<file path="config.mk">
export PLATFORM = sky130hd
export DESIGN_NAME = tdmSlotSeq
export DESIGN_NICKNAME = d
export VERILOG_FILES = /design/src/rtl/tdmSlotPkg.sv /design/src/rtl/tdmSeqCtrl.sv /design/src/rtl/tdmSeqData.sv /design/src/rtl/tdmSlotSeq.sv
export SDC_FILE = /design/constraint.sdc
export NUM_CORES = 1
export LEC_CHECK = 0
export ABC_AREA = 1
export BUFFER_PORTS_ARGS = -buffer_cell sky130_fd_sc_hd__buf_2
export CORE_MARGIN = 2
export CORE_UTILIZATION = 55
export CTS_CLUSTER_SIZE = 14
export DETAILED_ROUTE_END_ITERATION = 12
export PLACE_DENSITY_LB_ADDON = 0.3
export SLEW_MARGIN = 40
export SYNTH_ARGS = -nofsm -noshare
export SYNTH_HDL_FRONTEND = slang
export SYNTH_SLANG_ARGS = --single-unit
</file>
<file path="constraint.sdc">
create_clock -name clk -period 2.4 [get_ports clk]
set_input_delay 0.12 -clock clk [delete_from_list [all_inputs] [get_ports clk]]
set_output_delay 0.12 -clock clk [all_outputs]
set_load 0.05 [all_outputs]
</file>
<file path="src/rtl/tdmSlotPkg.sv">
package tdmSlotPkg;
  localparam int FieldW     = 5;
  localparam int RegW       = 32;
  localparam int SubW       = 3 * FieldW;
  localparam int Sub1Lsb    = SubW + 1;
  localparam int MinLenFld  = 6;   // 7 bits
  localparam int HalfMaxFld = 15;  // 16 bits

  typedef struct packed {
    logic [FieldW-1:0] chanCnt;
    logic [FieldW-1:0] chanLen;
    logic [FieldW-1:0] wordLen;
  } subCfgT;

  typedef struct packed {
    logic   twoSub;
    logic   halfWord;
    subCfgT sub1;
    subCfgT sub0;
  } actCfgT;

  typedef struct packed {
    logic loadCfg;
    logic clrPos;
    logic incBit;
    logic nextChan;
    logic nextSub;
  } seqStrobeT;

  function automatic logic subLegal(subCfgT s, logic half);
    return (s.chanLen >= FieldW'(MinLenFld)) &&
           (s.wordLen >= FieldW'(MinLenFld)) &&
           (s.wordLen <  s.chanLen) &&
           (!half || (s.wordLen <= FieldW'(HalfMaxFld)));
  endfunction
endpackage

</file>
<file path="src/rtl/tdmSeqCtrl.sv">
module tdmSeqCtrl
  import tdmSlotPkg::*;
(
  input  logic      clk,
  input  logic      rstN,
  input  logic      bitEn,
  input  logic      pendValid,
  input  logic      atChanEnd,
  input  logic      atSubLast,
  input  logic      atFrameEnd,
  output seqStrobeT strobe,
  output logic      running
);
  logic runNext;

  always_comb begin
    strobe  = '0;
    runNext = running;
    if (bitEn) begin
      if (!running || atFrameEnd) begin
        if (pendValid) begin
          strobe.loadCfg = 1'b1;
          strobe.clrPos  = 1'b1;
          runNext        = 1'b1;
        end else if (running) begin
          strobe.clrPos = 1'b1;
        end
      end else if (atChanEnd) begin
        if (atSubLast) strobe.nextSub  = 1'b1;
        else           strobe.nextChan = 1'b1;
      end else begin
        strobe.incBit = 1'b1;
      end
    end
  end

  always_ff @(posedge clk or negedge rstN) begin
    if (!rstN) running <= 1'b0;
    else       running <= runNext;
  end

  AST_STROBE_EXCL: assert property (@(posedge clk) disable iff (!rstN)
    $onehot0({strobe.clrPos, strobe.incBit, strobe.nextChan, strobe.nextSub}));
  AST_RUN_STICKY: assert property (@(posedge clk) disable iff (!rstN)
    running |=> running);
  AST_NO_STEP_IDLE_EN: assert property (@(posedge clk) disable iff (!rstN)
    !bitEn |=> $stable(running));
endmodule

</file>
<file path="src/rtl/tdmSeqData.sv">
module tdmSeqData
  import tdmSlotPkg::*;
(
  input  logic              clk,
  input  logic              rstN,
  input  logic              cfgWrEn,
  input  logic [RegW-1:0]   cfgWrData,
  input  logic              twoSubIn,
  input  logic              halfWordIn,
  input  seqStrobeT         strobe,
  input  logic              running,
  output logic [RegW-1:0]   cfgRdData,
  output logic              cfgError,
  output logic              pendValid,
  output logic              atChanEnd,
  output logic              atSubLast,
  output logic              atFrameEnd,
  output logic              frameStart,
  output logic              subIdx,
  output logic [FieldW-1:0] chanIdx,
  output logic [FieldW-1:0] bitPos,
  output logic              wordValid
);
  logic [SubW-1:0] shadow0;
  logic [SubW-1:0] shadow1;
  actCfgT          pendCfg;
  actCfgT          actCfg;
  subCfgT          curSub;

  // Shadow register; reserved bits are never stored
  always_ff @(posedge clk or negedge rstN) begin
    if (!rstN) begin
      shadow0 <= '0;
      shadow1 <= '0;
    end else if (cfgWrEn) begin
      shadow0 <= cfgWrData[SubW-1:0];
      shadow1 <= cfgWrData[Sub1Lsb +: SubW];
    end
  end

  assign cfgRdData = {1'b0, shadow1, 1'b0, shadow0};

  always_comb begin
    pendCfg.twoSub   = twoSubIn;
    pendCfg.halfWord = halfWordIn;
    pendCfg.sub0     = subCfgT'(shadow0);
    pendCfg.sub1     = subCfgT'(shadow1);
  end

  assign pendValid = subLegal(pendCfg.sub0, halfWordIn) &&
                     (!twoSubIn || subLegal(pendCfg.sub1, halfWordIn));

  always_ff @(posedge clk or negedge rstN) begin
    if (!rstN) cfgError <= 1'b0;
    else       cfgError <= !pendValid;
  end

  // Active configuration, replaced only by a boundary load
  always_ff @(posedge clk or negedge rstN) begin
    if (!rstN)               actCfg <= '0;
    else if (strobe.loadCfg) actCfg <= pendCfg;
  end

  assign curSub     = subIdx ? actCfg.sub1 : actCfg.sub0;
  assign atChanEnd  = (bitPos == curSub.chanLen);
  assign atSubLast  = (chanIdx == curSub.chanCnt);
  assign atFrameEnd = running && atChanEnd && atSubLast && (subIdx || !actCfg.twoSub);

  // Position counters
  always_ff @(posedge clk or negedge rstN) begin
    if (!rstN) begin
      subIdx  <= 1'b0;
      chanIdx <= '0;
      bitPos  <= '0;
    end else if (strobe.clrPos) begin
      subIdx  <= 1'b0;
      chanIdx <= '0;
      bitPos  <= '0;
    end else if (strobe.nextSub) begin
      subIdx  <= 1'b1;
      chanIdx <= '0;
      bitPos  <= '0;
    end else if (strobe.nextChan) begin
      chanIdx <= chanIdx + 1'b1;
      bitPos  <= '0;
    end else if (strobe.incBit) begin
      bitPos  <= bitPos + 1'b1;
    end
  end

  assign wordValid  = running && (bitPos <= curSub.wordLen);
  assign frameStart = running && !subIdx && (chanIdx == '0) && (bitPos == '0);

  AST_BIT_IN_RANGE: assert property (@(posedge clk) disable iff (!rstN)
    running |-> bitPos <= curSub.chanLen);
  AST_CHAN_IN_RANGE: assert property (@(posedge clk) disable iff (!rstN)
    running |-> chanIdx <= curSub.chanCnt);
  AST_BIT_STEP: assert property (@(posedge clk) disable iff (!rstN)
    strobe.incBit |=> bitPos == $past(bitPos) + 5'd1);
  AST_SUB1_NEEDS_TWO: assert property (@(posedge clk) disable iff (!rstN)
    subIdx |-> actCfg.twoSub);
  AST_ACT_LEGAL: assert property (@(posedge clk) disable iff (!rstN)
    running |-> subLegal(actCfg.sub0, actCfg.halfWord));
  AST_CFG_HOLD: assert property (@(posedge clk) disable iff (!rstN)
    (running && (subIdx || chanIdx != '0 || bitPos != '0)) |-> $stable(actCfg));
  AST_IDLE_ZERO: assert property (@(posedge clk) disable iff (!rstN)
    !running |-> (!subIdx && chanIdx == '0 && bitPos == '0 && !wordValid));
  AST_RESERVED_ZERO: assert property (@(posedge clk) disable iff (!rstN)
    !cfgRdData[RegW-1] && !cfgRdData[SubW]);
endmodule

</file>
<file path="src/rtl/tdmSlotSeq.sv">
module tdmSlotSeq
  import tdmSlotPkg::*;
(
  input  logic              clk,
  input  logic              rstN,
  input  logic              cfgWrEn,
  input  logic [RegW-1:0]   cfgWrData,
  input  logic              twoSubIn,
  input  logic              halfWordIn,
  input  logic              bitEn,
  output logic [RegW-1:0]   cfgRdData,
  output logic              cfgError,
  output logic              frameStart,
  output logic              subIdx,
  output logic [FieldW-1:0] chanIdx,
  output logic [FieldW-1:0] bitPos,
  output logic              wordValid
);
  seqStrobeT strobe;
  logic      running;
  logic      pendValid;
  logic      atChanEnd;
  logic      atSubLast;
  logic      atFrameEnd;

  tdmSeqCtrl uCtrl (
    .clk        (clk),
    .rstN       (rstN),
    .bitEn      (bitEn),
    .pendValid  (pendValid),
    .atChanEnd  (atChanEnd),
    .atSubLast  (atSubLast),
    .atFrameEnd (atFrameEnd),
    .strobe     (strobe),
    .running    (running)
  );

  tdmSeqData uData (
    .clk        (clk),
    .rstN       (rstN),
    .cfgWrEn    (cfgWrEn),
    .cfgWrData  (cfgWrData),
    .twoSubIn   (twoSubIn),
    .halfWordIn (halfWordIn),
    .strobe     (strobe),
    .running    (running),
    .cfgRdData  (cfgRdData),
    .cfgError   (cfgError),
    .pendValid  (pendValid),
    .atChanEnd  (atChanEnd),
    .atSubLast  (atSubLast),
    .atFrameEnd (atFrameEnd),
    .frameStart (frameStart),
    .subIdx     (subIdx),
    .chanIdx    (chanIdx),
    .bitPos     (bitPos),
    .wordValid  (wordValid)
  );
endmodule

</file>
==> results.sh, run 1 <==
export IMPL_setup_viol=0
export IMPL_run_status="completed"
export IMPL_period_minus_slack_ps=2320
export IMPL_cpPeakStageDelay_ps=400
export IMPL_hold_path_endpoint="uData.shadow0[1]$_DFFE_PN0P_"
export IMPL_relSlewSlack_pct=64.6
export IMPL_regToRegSetupSlack_ps=180
export IMPL_wl_met2_um=4480
export IMPL_total_power_mw=4.68
export IMPL_crit_path_end_kind="output pin"
export IMPL_clkPwrFrac_pct=25.9
export IMPL_syn_area_per_cell_um2=8.45
export IMPL_hold_depth=3
export IMPL_worstPathArrival_ps=2200
export IMPL_drive_gt1_share_pct=31.0
export IMPL_syn_cell_area_um2=4160
export IMPL_dr_pass1_iters=4
export IMPL_die_h_um=90.9
export IMPL_ir_drop_mv=0.403
export IMPL_synth_yosys_seq_area_share_pct=44.6
export IMPL_portBuffers=79
export IMPL_areaGrowthSynthToFinish_pct=24.5
export IMPL_synth_distinct_cells=31
export IMPL_rows=31
export IMPL_dp_hpwl_um=6550
export IMPL_critPathSlowestCell="dfrtp_1"
export IMPL_synth_top_area_share_pct=44.6
export IMPL_synthFlopType="dfrtp_1"
export IMPL_clk_pin_slew_ps=80
export IMPL_p_leak_nw=2.70
export IMPL_grt_max_degree=75
export IMPL_routed_top_layer="met4"
export IMPL_grt_usage_pct=24.1
export IMPL_clockBufferDepth=2
export IMPL_synth_top_area_cell="dfrtp_1"
export IMPL_switching_power_mw=2.00
export IMPL_critPathTopFamily="compound AO/OA/AOI/OAI gates"
export IMPL_yosys_register_bits=74
export IMPL_dp_cells=660
export IMPL_path_cells="buf_6, mux2i_2, ha_1, a21oi_1, o221ai_1, a21oi_2, buf_4"
export IMPL_min_from="cfgWrData[1]"
export IMPL_swShare_pct=42.7
export IMPL_slew_viol_final=0
export IMPL_p_per_area_nw_per_um2=904
export IMPL_grt_overflow_total=0
export IMPL_r2r_start="uData.shadow1[7]$_DFFE_PN0P_"
export IMPL_antenna_found_initial=0
export IMPL_gp_congestion=0.902
export IMPL_fin_cells=706
export IMPL_tightestPinTransition_ps=531
export IMPL_fin_crit_sh_pct=96.8
export IMPL_start_util_pct=57.0
export IMPL_yosys_warnings=0
export IMPL_die_x_um=90.9
export IMPL_synth_edf_count=0
export IMPL_diodes=0
export IMPL_intPower_mw=2.68
export IMPL_synthTopCellsByCount="nand2_1, dfrtp_1, inv_1, nand2_2, o21ai_0"
export IMPL_synth_cells=492
export IMPL_required_ps=2280
export IMPL_core_area_um2=7290
export IMPL_maxCapViolations=0
export IMPL_grt_pass1_wl_um=16200
export IMPL_hold_class="in -> reg"
export IMPL_cts_root_buf="clkbuf_8"
export IMPL_r2r_end="uData.actCfg[9]$_DFFE_PN0P_"
export IMPL_reg2regPathDepth=11
export IMPL_final_antenna_net_count=0
export IMPL_worstPathMaxFanout=12
export IMPL_max_freq_mhz=430
export IMPL_final_setup_skew_ps=8.49
export IMPL_cts_sinks=74
export IMPL_drc=0
export IMPL_async_flop_share_pct=100
export IMPL_cts_max_level=3
export IMPL_pwr_share_seq_pct=34.3
export IMPL_critical_path_class="reg -> out"
export IMPL_vias=3591
export IMPL_vias_per_cell=5.09
export IMPL_clk_latency_ps=350
export IMPL_synth_most_common_cell="nand2_1"
export IMPL_final_nets=657
export IMPL_drt_met1_wl_um=4490
export IMPL_drt_iter0_drc=214
export IMPL_synth_area_top_cells="dfrtp_1, nand2_1, o21ai_2"
export IMPL_routedWlPerCell_um=13.5
export IMPL_routed_wl_um=9540
export IMPL_cts_setup_buffers=0
export IMPL_pwr_share_comb_pct=39.8
export IMPL_cts_buffers=9
export IMPL_grt_pass1_vias=3556
export IMPL_dieArea_um2=8270
export IMPL_met3WireLength_um=470
export IMPL_worstPathBufferInverterCount=2
export IMPL_finalHoldViolCount=0
export IMPL_startpoint_type="register"
export IMPL_io_pins=84
export IMPL_tritoncts="yes"
[power groups by stage]
stage | combinational (mW) | sequential [mW] | clock [mW]
5_1_grt | 2.02 | 1.63 | 1.30
4_1_cts | 1.85 | 1.60 | 1.23
3_5_place_dp | 1.79 | 1.62 | 0
3_3_place_gp | 1.74 | 1.61 | 0
6_report | 1.86 | 1.60 | 1.21
2_1_floorplan | 0.943 | 2.05 | 0
[worst reg2reg max path, stage by stage, from the launching register on]
cell     delay, ps
dfrtp_1        380
inv_1          110
ha_1           310
nand2_1         50
o21ai_0        190
nand3_1        110
nand2_1        110
nand2_1        110
nand4_4        110
buf_4          460
nand2_2        130
o21ai_2         90
[metal layers]
metal,vias up,GRT usage [%]
met2,104,39.2
li1,1781,-
met3,13,4.34
met5,-,0
met1,1693,32.5
met4,0,8.46
[layout by cell type, fill, tap and decap left out, drive strengths merged]
cell,netlist,final
dlygate4sd3,0,30
a21o,1,1
inv,64,65
nand4,8,8
clkinv,0,2
o221ai,1,1
buf,11,86
dfrtp,74,74
ha,17,17
xor2,3,3
bufinv,0,3
nand2,171,171
a21oi,9,9
nor3,2,2
mux2i,4,4
nand3,32,32
nor2,19,19
conb,1,2
clkbuf,7,10
o21ai,67,67
nor4,1,1
[state kept, by name, summed over array words and instances (netlist names)]
name	count
uData.actCfg	31
uData.shadow0	15
uData.shadow1	15
uData.bitPos	5
uData.chanIdx	5
uCtrl.running	1
uData.cfgError	1
uData.subIdx	1
[worst max-delay path by stage]
stage | from | to | slack [ps] | cells after the start
floorplan | uData.subIdx$_DFFE_PN0P_ | wordValid | 70 | 9
global placement | uData.shadow0[4]$_DFFE_PN0P_ | uData.bitPos[4]$_DFFE_PN0P_ | 260 | 12
finish | uData.subIdx$_DFFE_PN0P_ | wordValid | 80 | 7
detailed placement | uData.shadow0[4]$_DFFE_PN0P_ | uData.bitPos[4]$_DFFE_PN0P_ | 190 | 12
CTS | uData.subIdx$_DFFE_PN0P_ | wordValid | 30 | 7
global route | uData.subIdx$_DFFE_PN0P_ | wordValid | -4 | 7
[area by class of cell]
class                      instances  area [µm²]
multi-input combinational        337        1940
fill                             566        2120
tap                               99         124
clock buffer                      10         138
timing repair buffer             116         769
sequential                        74        1850
clock inverter                     6         113
inverter                          64         240
[what timing repair did]
item / in CTS / in global routing
endpoints found under the setup margin: 1 / 2
hold buffers: 30 / 0
gates resized for setup: 1 / 3
hold endpoints to repair: 103 / 0
[logic make-up (layout without fill, tap and decap cells)]
group / count (synthesis) / in the layout / share of synthesized area, %
muxes: 4 / 4 / 0.964
buffers and inverters: 82 / 196 / 9.42
xor gates and xnor gates: 3 / 3 / 0.632
and+or+nand+nor: 233 / 233 / 26.9
DFF: 74 / 74 / 44.6
adders and majority gates: 17 / 17 / 5.12
other: 1 / 2 / 0.0902
AOI/OAI and AO/OA: 78 / 78 / 12.3
[metrics by stage]
step / util, % / hold WS, ps / setup slack [ps] / TNS (ps) / cell area, µm²
after detailed placement: 63.1 / 188 / 186 / 0 / 4600
after global placement: 63.1 / 184 / 262 / 0 / 4600
final: 70.9 / 9.04 / 76.2 / 0 / 5170
after CTS: 70.7 / 8.88 / 31.2 / 0 / 5150
after global routing: 70.9 / 30.3 / -4.22 / -4.22 / 5170
after floorplan: - / -176 / 67.9 / 0 / 4170
(Power assumes the default switching activity.)
==> run 2: changes to the inputs <==
--- a/config.mk
+++ b/config.mk
@@ -5,13 +5,13 @@
 export SDC_FILE = /design/constraint.sdc
 export NUM_CORES = 1
 export LEC_CHECK = 0
-export ABC_AREA = 1
 export BUFFER_PORTS_ARGS = -buffer_cell sky130_fd_sc_hd__buf_2
 export CORE_MARGIN = 2
 export CORE_UTILIZATION = 55
 export CTS_CLUSTER_SIZE = 14
 export DETAILED_ROUTE_END_ITERATION = 12
 export PLACE_DENSITY_LB_ADDON = 0.3
+export REMOVE_ABC_BUFFERS = 1
 export SLEW_MARGIN = 40
 export SYNTH_ARGS = -nofsm -noshare
 export SYNTH_HDL_FRONTEND = slang
==> run 2 against run 1 <==
Net effect:
- the flow now finishes with violations (hold timing, setup timing)
- worst setup slack got worse by 280 ps
- wire length grew 75%
- synthesized cell count rose by 11%
- maximum frequency is 11% lower
- combinational power up 6%
- worst hold slack lost 15 ps
- sequential power shrank 5%
- cell area grew 31%
- first-iteration DRC count grew to 2.8 times the previous value
- clock power is 3% lower
- final cell count rose by 11%
- critical endpoint is now uData.actCfg[27]$_DFFE_PN0P_
- largest cell class unchanged
==> results.sh, run 2 <==
export IMPL_synth_cells=547
export IMPL_areaGrowthSynthToFinish_pct=36.1
export IMPL_cts_buffers=9
export IMPL_path_cells="inv_2, ha_4, a221oi_2, nand3_1, a311o_1, a21o_4, buf_12, a221oi_1, o311ai_1"
export IMPL_ir_drop_mv=0.418
export IMPL_hold_ws_ps=-6.08
export IMPL_dp_hpwl_um=9200
export IMPL_die_h_um=99.0
export IMPL_antenna_found_initial=0
export IMPL_p_leak_nw=3.00
export IMPL_final_setup_skew_ps=10.6
export IMPL_portBuffers=79
export IMPL_dp_cells=731
export IMPL_routed_wl_um=16700
export IMPL_dr_pass1_iters=6
export IMPL_grt_pass1_vias=4865
export IMPL_yosys_warnings=0
export IMPL_core_area_um2=8720
export IMPL_critical_path_class="reg -> reg"
export IMPL_tns_ps=-3600
export IMPL_synth_most_common_cell="nand2_1"
export IMPL_synth_top_area_share_pct=37.3
export IMPL_drive_gt1_share_pct=33.7
export IMPL_fin_crit_sh_pct=108
export IMPL_synthFlopType="dfrtp_1"
export IMPL_grt_max_degree=66
export IMPL_cts_max_level=3
export IMPL_finalHoldViolCount=1
export IMPL_cts_root_buf="clkbuf_8"
export IMPL_slew_viol_final=0
export IMPL_cts_sinks=74
export IMPL_tritoncts="yes"
export IMPL_max_freq_mhz=384
export IMPL_synth_distinct_cells=51
export IMPL_synthTopCellsByCount="nand2_1, dfrtp_1, inv_1, clkbuf_1, o21ai_0"
export IMPL_grt_pass1_wl_um=24500
export IMPL_drt_iter0_drc=596
export IMPL_fillCellCount=532
export IMPL_clk_pin_slew_ps=80
export IMPL_clockBufferDepth=2
export IMPL_rsz0062_at_grt="yes"
export IMPL_worstPathArrival_ps=2830
export IMPL_final_cell_mix="nand2_1, buf_2, dfrtp_1"
export IMPL_critPathSlowestCell="a311o_1"
export IMPL_gp_congestion=0.884
export IMPL_diodes=0
export IMPL_drc=0
export IMPL_vias=5220
export IMPL_syn_area_per_cell_um2=9.08
export IMPL_final_common_cell="nand2_1"
export IMPL_io_pins=84
export IMPL_grt_usage_pct=31.3
export IMPL_dieArea_um2=9800
export IMPL_place_ws_ps=-172
export IMPL_hold_class="in -> reg"
export IMPL_violations="hold timing, setup timing"
export IMPL_crit_path_end_kind="register"
export IMPL_required_ps=2630
export IMPL_timing_final_ws_setup_ps=-203
export IMPL_start_util_pct=56.9
export IMPL_maxCapViolations=0
export IMPL_synth_yosys_seq_area_share_pct=37.3
export IMPL_worstPathMaxFanout=10
export IMPL_r2r_start="uData.shadow0[9]$_DFFE_PN0P_"
export IMPL_p_per_area_nw_per_um2=691
export IMPL_stdcell_area_um2=6760
export IMPL_rows=34
export IMPL_routedWlPerCell_um=21.2
export IMPL_grt_overflow_total=0
export IMPL_syn_cell_area_um2=4970
export IMPL_fin_cells=784
export IMPL_die_x_um=99.0
export IMPL_period_minus_slack_ps=2600
export IMPL_top_register="uData.actCfg"
export IMPL_synth_edf_count=0
export IMPL_tightestPinTransition_ps=1060
export IMPL_relSlewSlack_pct=29.6
export IMPL_crit_start="uData.shadow0[9]$_DFFE_PN0P_"
export IMPL_setup_viol=32
export IMPL_final_nets=728
export IMPL_top_regs="uData.actCfg (31), uData.shadow0 (15), uData.shadow1 (15)"
export IMPL_synth_area_top_cells="dfrtp_1, nand2_1, a221oi_2"
export IMPL_async_flop_share_pct=100
export IMPL_largest_register_ff_count=31
export IMPL_clk_latency_ps=360
export IMPL_final_antenna_net_count=0
export IMPL_vias_per_cell=6.66
export IMPL_startpoint_type="register"
export IMPL_yosys_register_bits=74
export IMPL_synth_top_area_cell="dfrtp_1"
export IMPL_cpPeakStageDelay_ps=420
export IMPL_run_status="finished, violations left"
export IMPL_dpl_cell_area_um2=5700
export IMPL_total_power_mw=4.67
export IMPL_min_from="cfgWrData[0]"
-- run 2: cell count changes after synthesis, sizes merged, moves of 7 or more --
cell,previous run,this run
a2111oi,0,30
a221oi,0,31
and2,0,32
clkbuf,7,39
inv,64,40
mux2i,4,16
nand2,171,104
nand3,32,8
nor2,19,8
o21ai,67,36
o311ai,0,30
xnor2,0,7
-- run 2: cell families (layout without fill, tap and decap cells) --
family,after synthesis,after routing,share of synthesized area [%]
XOR/XNOR,12,12,2.12
buffers and inverters,89,217,7.68
other,1,2,0.0755
multiplexers,19,19,3.91
flip-flops,74,74,37.3
AO/OA/AOI/OAI,157,157,27.4
AND/OR/NAND/NOR,178,178,17.3
adder cells (fa/ha/maj),17,17,4.28
-- run 2: worst paths after layout --
path,endpoint,slack (ps),depth (start not counted)
worst min-delay path,uData.shadow0[0]$_DFFE_PN0P_,-6,3
min in group asynchronous,uData.cfgError$_DFF_PN0_,290,2
worst max-delay path,uData.actCfg[27]$_DFFE_PN0P_,-200,9
worst min register to register,uData.actCfg[3]$_DFFE_PN0P_,560,2
max in group asynchronous,uData.shadow1[3]$_DFFE_PN0P_,1380,3
worst max register to register,uData.actCfg[27]$_DFFE_PN0P_,-200,9
-- run 2: metrics by stage --
step / hold WS [ps] / util [%]
6_report: -6.08 / 77.5
2_1_floorplan: -176 / -
3_3_place_gp: 149 / 65.3
3_5_place_dp: 151 / 65.3
4_1_cts: 9.55 / 73.8
5_1_grt: 3.01 / 77.5
-- run 2: layout make-up --
type	count	area, µm²	area share (%)
Clock buffer	9	124	1.83
Clock inverter	5	105	1.55
Inverter	40	150	2.22
Multi-Input combinational cell	385	3120	46.2
Sequential cell	74	1850	27.4
Tap cell	108	135	2.00
Timing Repair Buffer	163	1270	18.8
-- run 2: critical path, delay by kind of cell, from the launching register on --
family                   cells  cell delay [ps]
AO/OA/AOI/OAI                5             1450
buffers and inverters        2              260
adder cells (fa/ha/maj)      1              200
AND/OR/NAND/NOR              1              140
flip-flops                   1              410
-- run 2: metal layers --
layer | track usage, % | vias to the layer above | share of wire (%)
met5 | 0 | - | 0
met4 | 13.8 | 0 | 4.5
met3 | 4.75 | 81 | 8.4
met2 | 52.4 | 334 | 50
met1 | 40.1 | 2535 | 38
li1 | - | 2270 | -
-- run 2: power by group --
| part | internal (mW) | leakage (nW) | total [mW] | switching (mW) |
|---|---|---|---|---|
| logic | 0.696 | 2.10 | 1.98 | 1.28 |
| clock network | 0.679 | 0.107 | 1.17 | 0.494 |
| registers | 1.35 | 0.790 | 1.52 | 0.167 |
-- run 2: what timing repair did --
item / 4_1_cts / 5_1_grt
gates cloned: 2 / 1
pin swaps: 16 / 28
gates resized for setup: 47 / 44
buffers inserted: 4 / 5
hold buffers: 27 / 0
hold endpoints to repair: 46 / 0
endpoints found under the setup margin: 32 / 39
==> run 3: changes to the inputs <==
--- a/config.mk
+++ b/config.mk
@@ -7,7 +7,7 @@
 export LEC_CHECK = 0
 export BUFFER_PORTS_ARGS = -buffer_cell sky130_fd_sc_hd__buf_2
 export CORE_MARGIN = 2
-export CORE_UTILIZATION = 55
+export CORE_UTILIZATION = 43
 export CTS_CLUSTER_SIZE = 14
 export DETAILED_ROUTE_END_ITERATION = 12
 export PLACE_DENSITY_LB_ADDON = 0.3
==> run 3 against run 2 <==
Net effect:
- the run still ends with hold timing, setup timing left
- register-to-register slack improved by 150 ps
- count of clock-buffer cells in the layout increased by 3
- wire length fell by 10%
- final cell count rose by 3.8%
- core utilization is 18 points lower
- maximum frequency grew 5.9%
- critical path depth unchanged
- critical path type unchanged
- critical endpoint is now uData.actCfg[31]$_DFFE_PN0P_
==> results.sh, run 3 (synthesized netlist as in run 2, its figures left out) <==
export IMPL_violations="hold timing, setup timing"
export IMPL_swShare_pct=39.6
export IMPL_grt_overflow_total=0
export IMPL_fin_crit_sh_pct=102
export IMPL_grt_usage_pct=23.5
export IMPL_tightestPinTransition_ps=971
export IMPL_rsz0062_at_grt="yes"
export IMPL_die_h_um=111
export IMPL_r2r_end="uData.actCfg[31]$_DFFE_PN0P_"
export IMPL_relSlewSlack_pct=35.3
export IMPL_setup_viol=19
export IMPL_startpoint_type="register"
export IMPL_antenna_found_initial=0
export IMPL_clkPwrFrac_pct=31.1
export IMPL_timing_final_ws_setup_ps=-57.0
export IMPL_top_regs="uData.actCfg (31), uData.shadow0 (15), uData.shadow1 (15)"
export IMPL_cts_buffers=9
export IMPL_hold_depth=3
export IMPL_clockBufferDepth=2
export IMPL_core_area_um2=11300
export IMPL_grt_pass1_wl_um=23700
export IMPL_pwr_share_comb_pct=38.6
export IMPL_drive_gt1_share_pct=33.5
export IMPL_hold_class="in -> reg"
export IMPL_final_nets=721
export IMPL_gp_congestion=0.928
export IMPL_period_minus_slack_ps=2460
export IMPL_worstPathArrival_ps=2730
export IMPL_grt_max_degree=75
export IMPL_dieArea_um2=12400
export IMPL_hold_path_endpoint="uData.shadow1[9]$_DFFE_PN0P_"
export IMPL_min_from="cfgWrData[25]"
export IMPL_cts_root_buf="clkbuf_16"
export IMPL_largest_register_ff_count=31
export IMPL_reg2regPathDepth=9
export IMPL_max_freq_mhz=407
export IMPL_diodes=0
export IMPL_required_ps=2680
export IMPL_dr_pass1_iters=5
export IMPL_total_power_mw=4.96
export IMPL_rows=39
export IMPL_io_pins=84
export IMPL_vias=4887
export IMPL_final_setup_skew_ps=6.34
export IMPL_tritoncts="yes"
export IMPL_areaGrowthSynthToFinish_pct=36.0
export IMPL_crit_path_end_kind="register"
export IMPL_drc=0
export IMPL_routed_wl_um=14900
export IMPL_start_util_pct=43.9
export IMPL_maxCapViolations=0
export IMPL_routedWlPerCell_um=18.3
export IMPL_pwr_share_seq_pct=30.3
export IMPL_slew_viol_final=0
export IMPL_p_leak_nw=3.02
export IMPL_switching_power_mw=1.96
export IMPL_final_cell_mix="nand2_1, buf_2, dfrtp_1"
export IMPL_run_status="finished, violations left"
export IMPL_finalHoldViolCount=1
export IMPL_r2r_start="uData.shadow0[9]$_DFFE_PN0P_"
export IMPL_cts_max_level=3
export IMPL_critical_path_class="reg -> reg"
export IMPL_drt_iter0_drc=319
export IMPL_cts_sinks=74
export IMPL_p_per_area_nw_per_um2=734
export IMPL_portBuffers=79
export IMPL_intPower_mw=2.99
export IMPL_vias_per_cell=6.00
export IMPL_post_route_util_pct=59.7
export IMPL_fillCellCount=984
export IMPL_clk_latency_ps=350
export IMPL_top_register="uData.actCfg"
export IMPL_dp_hpwl_um=9100
export IMPL_die_x_um=111
export IMPL_worstPathMaxFanout=17
export IMPL_final_antenna_net_count=0
export IMPL_place_ws_ps=-125
export IMPL_ir_drop_mv=0.549
export IMPL_regToRegSetupSlack_ps=-60
export IMPL_final_common_cell="nand2_1"
export IMPL_grt_pass1_vias=4695
export IMPL_clk_pin_slew_ps=60
export IMPL_hold_ws_ps=-0.302
## run 3: cell types whose count changed in the layout (fill, tap and decap cells not counted), sizes merged
| cell | previous run | this run |
|---|---|---|
| clkbuf | 10 | 13 |
| clkinvlp | 2 | 0 |
| dlygate4sd3 | 27 | 22 |
| bufbuf | 2 | 1 |
| clkinv | 0 | 2 |
| bufinv | 3 | 2 |
| buf | 133 | 132 |
## run 3: worst max path at each step
stage	depth (start not counted)	start	slack [ps]	to
floorplan	8	uData.shadow1[7]$_DFFE_PN0P_	-1770	uData.actCfg[15]$_DFFE_PN0P_
global route	9	uData.shadow0[9]$_DFFE_PN0P_	-140	uData.actCfg[31]$_DFFE_PN0P_
CTS	9	uData.shadow0[9]$_DFFE_PN0P_	-50	uData.actCfg[0]$_DFFE_PN0P_
detailed placement	9	uData.shadow0[9]$_DFFE_PN0P_	-130	uData.actCfg[28]$_DFFE_PN0P_
global placement	9	uData.shadow0[9]$_DFFE_PN0P_	-60	uData.actCfg[5]$_DFFE_PN0P_
finish	9	uData.shadow0[9]$_DFFE_PN0P_	-60	uData.actCfg[31]$_DFFE_PN0P_
## run 3: per-stage QoR
step	setup TNS (ps)	instances	instance area, µm²
floorplan	-64420	499	4740
global placement	-242	770	5770
detailed placement	-1600	770	5780
CTS	-573	811	6450
global route	-3030	814	6760
finish	-353	814	6760
## run 3: worst max-delay path: stages (launching register included)
cell and delay [ps]:
dfrtp_1 390, inv_2 80, ha_4 200, a221oi_2 250
nand3_1 120, a311o_1 410, a21o_4 260, bufbuf_16 310
a211o_1 280, nand4_1 100
## run 3: repair_timing
action / CTS / global route
buffers inserted: 2 / 2
gates cloned: 1 / 1
hold buffers: 22 / 0
endpoints found under the hold margin: 95 / 0
resized for setup: 27 / 60
pin swaps: 2 / 22
setup endpoints to repair: 32 / 39
## run 3: layout make-up
| cell class | count | area, µm² | area share (%) |
|---|---|---|---|
| tap | 143 | 179 | 2.65 |
| sequential | 74 | 1850 | 27.4 |
| clock buffer | 12 | 256 | 3.80 |
| multi-input combinational | 385 | 3050 | 45.1 |
| inverter | 40 | 150 | 2.22 |
| timing repair buffer | 156 | 1200 | 17.7 |
| clock inverter | 4 | 73.8 | 1.09 |
## run 3: power by group through the flow
stage          registers [mW]  clock network [mW]  logic (mW)
5_1_grt                  1.52                1.60        2.05
2_1_floorplan            1.89                   0       0.746
3_5_place_dp             1.52                   0        1.70
6_report                 1.50                1.54        1.91
4_1_cts                  1.50                1.55        1.79
3_3_place_gp             1.51                   0        1.65
## run 3: metal layers
| metal | GRT usage [%] | part of all wire (%) | up-vias |
|---|---|---|---|
| met3 | 2.67 | 4.8 | 18 |
| met1 | 31.3 | 44 | 2428 |
| met4 | 7.90 | 1.8 | 0 |
| li1 | - | - | 2270 |
| met5 | 0 | 0 | - |
| met2 | 40.1 | 50 | 171 |
